$ cat src/rtl/mii_tx_pkg.sv
package mii_tx_pkg;
    localparam int NIB_W  = 4;
    localparam int CODE_W = NIB_W + 1;

    typedef logic [NIB_W-1:0]  nib_t;
    typedef logic [CODE_W-1:0] code_t;

    localparam code_t HALT_CODE = 5'b00100;
    localparam code_t IDLE_CODE = 5'b11111;

    typedef enum logic [2:0] {
        P_IDLE,
        P_DATA,
        P_HALT,
        P_RAW,
        P_NIB_OFF,
        P_NIB,
        P_SER
    } path_e;

    typedef struct packed {
        logic  vld;
        logic  ser;
        code_t sym;
    } out_s;

    function automatic code_t enc_4b5b(nib_t n);
        code_t c;
        case (n)
            4'h0: c = 5'b11110;
            4'h1: c = 5'b01001;
            4'h2: c = 5'b10100;
            4'h3: c = 5'b10101;
            4'h4: c = 5'b01010;
            4'h5: c = 5'b01011;
            4'h6: c = 5'b01110;
            4'h7: c = 5'b01111;
            4'h8: c = 5'b10010;
            4'h9: c = 5'b10011;
            4'hA: c = 5'b10110;
            4'hB: c = 5'b10111;
            4'hC: c = 5'b11010;
            4'hD: c = 5'b11011;
            4'hE: c = 5'b11100;
            default: c = 5'b11101;
        endcase
        return c;
    endfunction
endpackage

$ cat src/rtl/mii_tx_ser_reg.sv
module mii_tx_ser_reg (
    input  logic clk,
    input  logic rst_n,
    input  logic strap,
    input  logic wr,
    input  logic wdata,
    output logic ser
);
    logic ser_d, ser_q;

    always_comb begin
        ser_d = ser_q;
        if (!rst_n)  ser_d = strap;
        else if (wr) ser_d = wdata;
    end

    always_ff @(posedge clk) begin
        ser_q <= ser_d;
    end

    assign ser = ser_q;
endmodule

$ cat src/rtl/mii_tx_path_dec.sv
module mii_tx_path_dec
    import mii_tx_pkg::*;
(
    input  logic  speed_100,
    input  logic  ser_mode,
    input  logic  byp_code,
    input  logic  byp_align,
    input  logic  tx_en,
    input  logic  tx_er,
    output path_e path
);
    always_comb begin
        path = P_IDLE;
        if (speed_100) begin
            if (byp_align)      path = P_RAW;
            else if (!tx_en)    path = P_IDLE;
            else if (byp_code)  path = P_RAW;
            else if (tx_er)     path = P_HALT;
            else                path = P_DATA;
        end else begin
            if (!tx_en)         path = P_NIB_OFF;
            else if (ser_mode)  path = P_SER;
            else                path = P_NIB;
        end
    end
endmodule

$ cat src/rtl/mii_tx_sym_mux.sv
module mii_tx_sym_mux
    import mii_tx_pkg::*;
(
    input  path_e path,
    input  logic  tx_er,
    input  nib_t  txd,
    output out_s  word
);
    always_comb begin
        word = '0;
        case (path)
            P_IDLE:  begin word.vld = 1'b1; word.sym = IDLE_CODE; end
            P_DATA:  begin word.vld = 1'b1; word.sym = enc_4b5b(txd); end
            P_HALT:  begin word.vld = 1'b1; word.sym = HALT_CODE; end
            P_RAW:   begin word.vld = 1'b1; word.sym = {tx_er, txd}; end
            P_NIB:   begin word.vld = 1'b1; word.sym = {1'b0, txd}; end
            P_SER:   begin
                word.vld = 1'b1;
                word.ser = 1'b1;
                word.sym = {{(CODE_W-1){1'b0}}, txd[0]};
            end
            default: word = '0;
        endcase
    end
endmodule

$ cat src/rtl/mii_tx_symbol_enc.sv
module mii_tx_symbol_enc
    import mii_tx_pkg::*;
(
    input  logic              clk,
    input  logic              rst_n,
    input  logic              speed_100,
    input  logic              byp_code,
    input  logic              byp_align,
    input  logic              ser_strap,
    input  logic              ser_wr,
    input  logic              ser_wdata,
    input  logic              tx_en,
    input  logic              tx_er,
    input  logic [NIB_W-1:0]  txd,
    output logic              out_valid,
    output logic [CODE_W-1:0] out_sym,
    output logic              out_serial,
    output logic              ser_mode
);
    path_e path;
    out_s  word;
    out_s  out_d, out_q;

    mii_tx_ser_reg u_ser (
        .clk   (clk),
        .rst_n (rst_n),
        .strap (ser_strap),
        .wr    (ser_wr),
        .wdata (ser_wdata),
        .ser   (ser_mode)
    );

    mii_tx_path_dec u_dec (
        .speed_100 (speed_100),
        .ser_mode  (ser_mode),
        .byp_code  (byp_code),
        .byp_align (byp_align),
        .tx_en     (tx_en),
        .tx_er     (tx_er),
        .path      (path)
    );

    mii_tx_sym_mux u_mux (
        .path  (path),
        .tx_er (tx_er),
        .txd   (txd),
        .word  (word)
    );

    always_comb begin
        out_d = word;
        if (!rst_n) out_d = '0;
    end

    always_ff @(posedge clk) begin
        out_q <= out_d;
    end

    assign out_valid  = out_q.vld;
    assign out_sym    = out_q.sym;
    assign out_serial = out_q.ser;
endmodule

$ cat config.mk
export PLATFORM = sky130hd
export DESIGN_NAME = mii_tx_symbol_enc
export DESIGN_NICKNAME = d
export VERILOG_FILES = /design/src/rtl/mii_tx_pkg.sv /design/src/rtl/mii_tx_ser_reg.sv /design/src/rtl/mii_tx_path_dec.sv /design/src/rtl/mii_tx_sym_mux.sv /design/src/rtl/mii_tx_symbol_enc.sv
export SDC_FILE = /design/constraint.sdc
export NUM_CORES = 1
export LEC_CHECK = 0
export BUFFER_PORTS_ARGS = -buffer_cell sky130_fd_sc_hd__buf_2
export CAP_MARGIN = 20
export CORE_AREA = 4 4 41 43
export DETAILED_ROUTE_END_ITERATION = 7
export DIE_AREA = 0 0 45 47
export PLACE_DENSITY = 0.57
export SLEW_MARGIN = 20
export SYNTH_ARGS = -nofsm -noshare
export SYNTH_HDL_FRONTEND = slang
export SYNTH_SLANG_ARGS = --single-unit
export TNS_END_PERCENT = 10
$ cat constraint.sdc
create_clock -name clk -period 3.05 [get_ports clk]
set_input_delay 0.7625 -clock clk [delete_from_list [all_inputs] [get_ports clk]]
set_output_delay 0.7625 -clock clk [all_outputs]
set_load 0.005 [all_outputs]
; ---- After elaboration in Yosys (flattened, before gate mapping)
; Memories as Yosys holds them, arrays and structs flattened.
; Cells that the tools add are included.
[classes]
eq_ne = 6
muxes = 12
n_reduce_logical = 2
[ops]
columns = cell, count
row1 = $pmux 5 s6, 1
row2 = $mux 3, 5
row3 = $eq 3x2->1 const B, 2
row4 = $eq 3x3->1 const B, 2
row5 = $reduce_or 6->1, 1
row6 = $mux 1, 4
row7 = $mux 2, 2
row8 = $eq 3x1->1 const B, 1
row9 = $logic_not 3->1, 1
row10 = $ne 2x1->1 const B, 1
[word_totals]
regBits = 8
romBits = 80
in_bits = 14
out_inout_bits = 8
wordCells = 25
n_memories = 1
[mem_list]
columns = name, words, width, rd, rd_clocked_by_memory_dff, write_ports, line_no
row1 = (no name shown), 16, 5, 1, 0, 0, mii_tx_pkg.sv:29  ; case (n)

; ---- Longest topological paths before layout
; Gate-level depths: netlist of the first run.
[logic_depth]
word_depth = 8
mapped_depth = 5
mapped_depth_nobuf = 4

; ---- Cells and area by module
; From an unflattened synthesis of the first run, not the netlist that was laid out.
[unflattened]
cells_unflattened = 58
hier_area_um2 = 503.0
[by_module_without_submodules]
columns = module, instances, cells_each, area_each_um2, seq_area_each_um2
row1 = mii_tx_sym_mux, 1, 32, 210.2, 0.0
row2 = mii_tx_symbol_enc, 1, 14, 183.9, 140.1
row3 = mii_tx_path_dec, 1, 9, 57.6, 0.0
row4 = mii_tx_ser_reg, 1, 3, 51.3, 30.0

; ---- Worst setup path after synthesis of the first run
; Ideal clock, no wire load.
[synth_path]
kind = input to register
startpoint = input port speed_100
endpoint = register out_q, in the netlist out_sym[1]
t_arrival_ns = 1.462
t_required_ns = 2.977
slack_ns = 1.515
path_stages = 5
n_path_buf = 1
path_cell_list = buf_4 -> nand2b_4 -> nor4b_4 -> o311ai_1 -> a21oi_1
[synth_via]
elab_chain_len = 3
[synth_lines]
columns = element, line_no
row1 = start: declaration, mii_tx_symbol_enc.sv:6  ; input logic speed_100,
row2 = $mux 3 (*), mii_tx_path_dec.sv:14  ; if (speed_100) begin
row3 = "$eq 3x3->1, or another cell as far along", mii_tx_sym_mux.sv:11  ; case (path)
row4 = $pmux 5 s6 (*), mii_tx_sym_mux.sv:11
row5 = end signal: assignment, mii_tx_symbol_enc.sv:56  ; out_q <= out_d;
row6 = end: declaration, mii_tx_symbol_enc.sv:22  ; out_s out_d, out_q;
; Every way passes the cells marked *; elsewhere a longest branch is shown, timed or not.
; A chain may end at the register's enable or synchronous reset.

; ---- Worst setup path after layout of the first run
[layout_path]
startpoint = register u_ser.ser_q (netlist: u_ser.ser)
endpoint = output port ser_mode
[layout_lines]
columns = element, line_no
row1 = start: declaration, mii_tx_ser_reg.sv:9  ; logic ser_d, ser_q;
row2 = start signal: assignment, mii_tx_ser_reg.sv:18  ; ser_q <= ser_d;
row3 = end: declaration, mii_tx_symbol_enc.sv:18  ; output logic ser_mode
; No word-level cell between the ends.

==> results_dict.tcl, run 1 <==
set metrics [dict create \
    post-route-min-period_ps 1600 \
    end_kind "output port" \
    design.die.area_sq_um 2120 \
    core_area_sq_um 1300 \
    cts_setup_buffers 0 \
    worstHoldStart "u_ser.ser" \
    antenna_found_initial 0 \
    syn_nets 65 \
    p_leak_uw 0.000261 \
    outcome "finished clean" \
    hold_buffers 0 \
    area_growth_pct 31.7 \
    finalSetupViolations 0 \
    critical_path.top_delay_family "flip-flops" \
    htreeDepth 1 \
    setup_tns_ps 0 \
    grt_pass1_vias 387 \
    gp_congestion 0.806 \
    cp_num_buf_inv 1 \
    stdcell_count 89 \
    fin_ws_ps 1450 \
    grt-ovfl-total 0 \
    clock_skew_ps 1.42 \
    drtIter0Drc 8 \
    route.vias.total 460 \
    die_width_um 45 \
    wl_met2_um 497 \
    cts_resized 0 \
    hold_viol 0 \
    max_freq_ghz 0.627 \
    num_io_pins 22 \
    rr_worst_depth 3 \
    cap_violations 0 \
    slew_viol_final 0 \
    top_layer_used "met4" \
    min_to "out_serial" \
    dp_hpwl_um 810 \
    dr_wl_met3_um 63 \
    cp-start-kind "flip-flop" \
    routed_wl_um 1070 \
    relSlewSlack 0.553 \
    synth-seq-cells 8 \
    fp.dieH_um 47 \
    initial_core_util 0.334 \
    yosysTopAreaCellShare 0.323 \
    grt_use_total 0.112 \
    synthCells 51 \
    cts_made_buffers 3 \
    cp.arrival_ps 830 \
    power.share.clock 0.355 \
    p_int_uw 185 \
    whs_path_depth 1 \
    clk_path_buf_depth 2 \
    clk_pin_slew_ps 50 \
    clock-sinks 8 \
    yosysTopAreaCell "dfxtp_1" \
    ys_seq_area_frac 0.392 \
    clkLatencyLatePin_ps 260 \
    row_count 13 \
    synth_ff_type "dfxtp_1" \
    r2r_end "out_sym[3]" \
    cts_tree "done" \
    synth_area_per_cell_sq_um 8.51 \
    fin_area_sq_um 572 \
    grt_max_degree 12 \
    pre_cts_ws_ps 1330 \
    avgRoutedWirePerCell_um 12.0 \
    via_per_inst 5.17 \
    port_buffers 21 \
    crit_type "flip-flop to output port" \
    comb_power_share 0.186 \
    drive_gt1_frac 0.365 \
    ys_async_sr_fraction 0 \
    r2r_start "u_ser.ser" \
    powerDensity_nw_per_um2 441 \
    tightest_slew_ps 663 \
    yosysUniqueCellTypes 22 \
    cts_root_buffer "clkbuf_4" \
    cp_cell_sequence "buf_2" \
    finalCritPeriodShare 0.523 \
    grt_pass1_wl_um 1660 \
    synth_area_leaders "dfxtp_1, o21ai_0, edfxtp_1" \
    yosys_warnings 0 \
    switchingPower_uw 67.2 \
    max_stage_delay_ps 420 \
    hp-class "flip-flop to flip-flop" \
    num_antenna_cells 0 \
    max-vdd-ir-drop_mv 0.183 \
    m1WireLength_um 465 \
    rsz0062_at_grt "no" \
    place_area_sq_um 546 \
    nets 89 \
    synth_area_sq_um 434 \
    crit_required_ps 2290 \
    crit_fanout 4 \
    power_frac_seq 0.459 \
    drc_errors 0 \
    synth_edf_count 1 \
    cpMaxStageDelayCell "edfxtp_1" \
    placedCellCount 85 \
    reg2reg_slack_ps 1980 \
    ant_nets 0 \
    swShare 0.266 \
    firstDrtPassIters 4 \
]
worst max-delay path by stage:
stage	startpoint	endpoint	slack, ps	cells past startpoint
after floorplan	speed_100	out_sym[1]	1520	5
after global placement	byp_align	out_sym[4]	1300	5
after detailed placement	byp_align	out_sym[4]	1330	5
after CTS	u_ser.ser	ser_mode	1450	1
after global routing	u_ser.ser	ser_mode	1430	1
final	u_ser.ser	ser_mode	1450	1
cell type report:
class	count	area [sq um]
clock buffers	4	26.3
fillers	149	729
inverters	2	7.51
multi-input cells	39	244
flip-flops and latches	8	170
well taps	15	18.8
repair buffers	21	105
cells by family after synthesis:
group | Yosys count | share of synthesized area
compound gates | 21 | 0.280
mux | 1 | 0.0259
buf+inv | 4 | 0.0461
simple gates | 17 | 0.256
flops | 8 | 0.392
layer usage:
layer / vias to the layer above / global-route usage
li1: 235 / -
met1: 207 / 0.137
met2: 14 / 0.153
met3: 4 / 0.0268
met4: 0 / 0.123
met5: - / 0
per-stage QoR:
| stage | hold WS, ps | power, uW | utilization |
|---|---|---|---|
| floorplan | 575 | 141 | - |
| CTS | 609 | 254 | 0.439 |
| global placement | 611 | 165 | 0.419 |
| detailed placement | 595 | 165 | 0.419 |
| finish | 601 | 252 | 0.439 |
| global route | 635 | 267 | 0.439 |
cell usage after synthesis (2+ instances only):
cell type and n:
o21ai_0 10, nor2_1 6, nand3_1 3, dfxtp_1 7
inv_1 2, a21oi_1 5, nand2_1 2, a22oi_1 2
sequential cells by signal, indices dropped and copies added, names as in the netlist:
name	count
out_serial	1
out_sym	5
u_ser.ser	1
out_valid	1
cells in the final DEF, fill, tap and decap left out, types with 2 or more instances in the layout:
cell type / netlist / layout
inv_1: 2 / 2
a21oi_1: 5 / 5
nor2_1: 6 / 6
nand2_1: 2 / 2
buf_2: 1 / 21
dfxtp_1: 7 / 7
clkbuf_4: 0 / 3
nand3_1: 3 / 3
o21ai_0: 10 / 10
a22oi_1: 2 / 2
power groups by stage:
| stage | clock (uW) | combinational, uW | sequential [uW] |
|---|---|---|---|
| 6_report | 89.6 | 46.9 | 116 |
| 5_1_grt | 97.8 | 52.2 | 117 |
| 4_1_cts | 91.3 | 47.1 | 116 |
| 3_5_place_dp | 0 | 46.9 | 118 |
| 3_3_place_gp | 0 | 46.9 | 118 |
| 2_1_floorplan | 0 | 22.0 | 119 |
No activity file was read; power rests on OpenSTA's default activity.
==> run 2, diff against run 1 <==
==> constraint.sdc (replaced) <==
create_clock -name clk -period 1.5 [get_ports clk]
set_input_delay 0.375 -clock clk [delete_from_list [all_inputs] [get_ports clk]]
set_output_delay 0.375 -clock clk [all_outputs]
set_load 0.005 [all_outputs]
==> run 2 against run 1 <==
Setup slack got worse by 1200 ps; register-to-register slack worse by 1500 ps; cell count increased by 1.1%; first-iteration DRC count is 63% higher; wire length rose by 4.8%; global-route usage rose by 0.71 points; largest power group unchanged; clock-buffer cell count unchanged; sequential share of layout area down 0.39 points.
==> results_dict.tcl, run 2 (synthesis gave the netlist of run 1 again) <==
set metrics [dict create \
    fp.dieH_um 47 \
    cp_num_buf_inv 1 \
    cts_tree "done" \
    pre_cts_ws_ps 197 \
    powerDensity_nw_per_um2 902 \
    max_stage_delay_ps 430 \
    max_freq_ghz 0.820 \
    area_growth_pct 33.4 \
    multiInputGateArea_sq_um 244 \
    fin_ws_ps 280 \
    nFillCells 140 \
    seqCellArea_sq_um 170 \
    hold_viol 0 \
    grt-ovfl-total 0 \
    grt_pass1_vias 428 \
    placedCellCount 86 \
    htreeDepth 1 \
    setup_tns_ps 0 \
    cap_violations 0 \
    max-vdd-ir-drop_mv 0.435 \
    fin_area_sq_um 579 \
    whs_path_depth 2 \
    r2r_end "out_sym[1]" \
    slew_viol_final 0 \
    p_leak_uw 0.000265 \
    cts_setup_buffers 0 \
    place_area_sq_um 553 \
    path_depth 1 \
    design.die.area_sq_um 2120 \
    largest_reg_flops 5 \
    port_buffers 21 \
    row_count 13 \
    initial_core_util 0.334 \
    firstDrtPassIters 4 \
    route.vias.total 485 \
    min_to "out_sym[0]" \
    drc_errors 0 \
    crit_type "flip-flop to output port" \
    clock-sinks 8 \
    clkLatencyLatePin_ps 260 \
    hold_buffers 0 \
    reg2reg_slack_ps 470 \
    cp_cell_sequence "buf_2" \
    tightest_slew_ps 226 \
    num_antenna_cells 0 \
    fin_util 0.445 \
    drtIter0Drc 13 \
    cp-start-kind "flip-flop" \
    outcome "finished clean" \
    finalSetupViolations 0 \
    clock_skew_ps 0.873 \
    rr_worst_depth 3 \
    mostFrequentLayoutCells "buf_2, o21ai_0, dfxtp_1" \
    end_kind "output port" \
    critical_path.top_delay_family "flip-flops" \
    crit_required_ps 1120 \
    gp_congestion 0.840 \
    grt_pass1_wl_um 1800 \
    routed_wl_um 1120 \
    r2r_start "u_ser.ser" \
    cts_made_buffers 3 \
    drive_gt1_frac 0.373 \
    avgRoutedWirePerCell_um 12.5 \
    via_per_inst 5.39 \
    num_io_pins 22 \
    stdcell_count 90 \
    cpMaxStageDelayCell "edfxtp_1" \
    core_area_sq_um 1300 \
    nets 90 \
    final_common_cell "buf_2" \
    grt_use_total 0.119 \
    ant_nets 0 \
    hp-class "input pin to flip-flop" \
    cts_root_buffer "clkbuf_4" \
    grt_max_degree 12 \
    worstHoldStart "tx_er" \
    cts_resized 0 \
    cp.arrival_ps 840 \
    clk_path_buf_depth 2 \
    antenna_found_initial 0 \
    relSlewSlack 0.847 \
    clk_pin_slew_ps 60 \
    post-route-min-period_ps 1220 \
    die_width_um 45 \
    dp_hpwl_um 807 \
    crit_fanout 4 \
    rsz0062_at_grt "no" \
    finalCritPeriodShare 0.813 \
]
[run 2: cell types whose count changed in the layout (fill, tap and decap cells not counted)]
cell | previous run | this run
buf_4 | 0 | 1
[run 2: power by group]
group          internal (uW)  switching, uW  total (uW)
clock network            103           85.1         188
logic                   45.2           53.7        98.9
registers                231           4.90         236
total                    379            144         523
[run 2: cell type report]
cell class,instances,share of cell area
well taps,15,0.0324
flip-flops and latches,8,0.294
repair buffers,22,0.194
multi-input cells,39,0.421
inverters,2,0.0130
clock buffers,4,0.0454
[run 2: worst max-delay path by stage]
stage | from | endpoint
after floorplan | speed_100 | out_sym[1]
after global placement | byp_align | out_sym[1]
after detailed placement | byp_align | out_sym[1]
after CTS | u_ser.ser | ser_mode
after global routing | u_ser.ser | ser_mode
final | u_ser.ser | ser_mode
[run 2: layer usage]
layer	global-route usage	part of all wire
met4	0.105	0.036
met3	0.0268	0.042
met2	0.175	0.47
met5	0	0
met1	0.146	0.45
[run 2: metrics by stage]
step	total power (uW)	hold slack, ps
CTS	526	396
global placement	339	577
floorplan	287	484
global route	549	396
detailed placement	339	606
finish	523	398
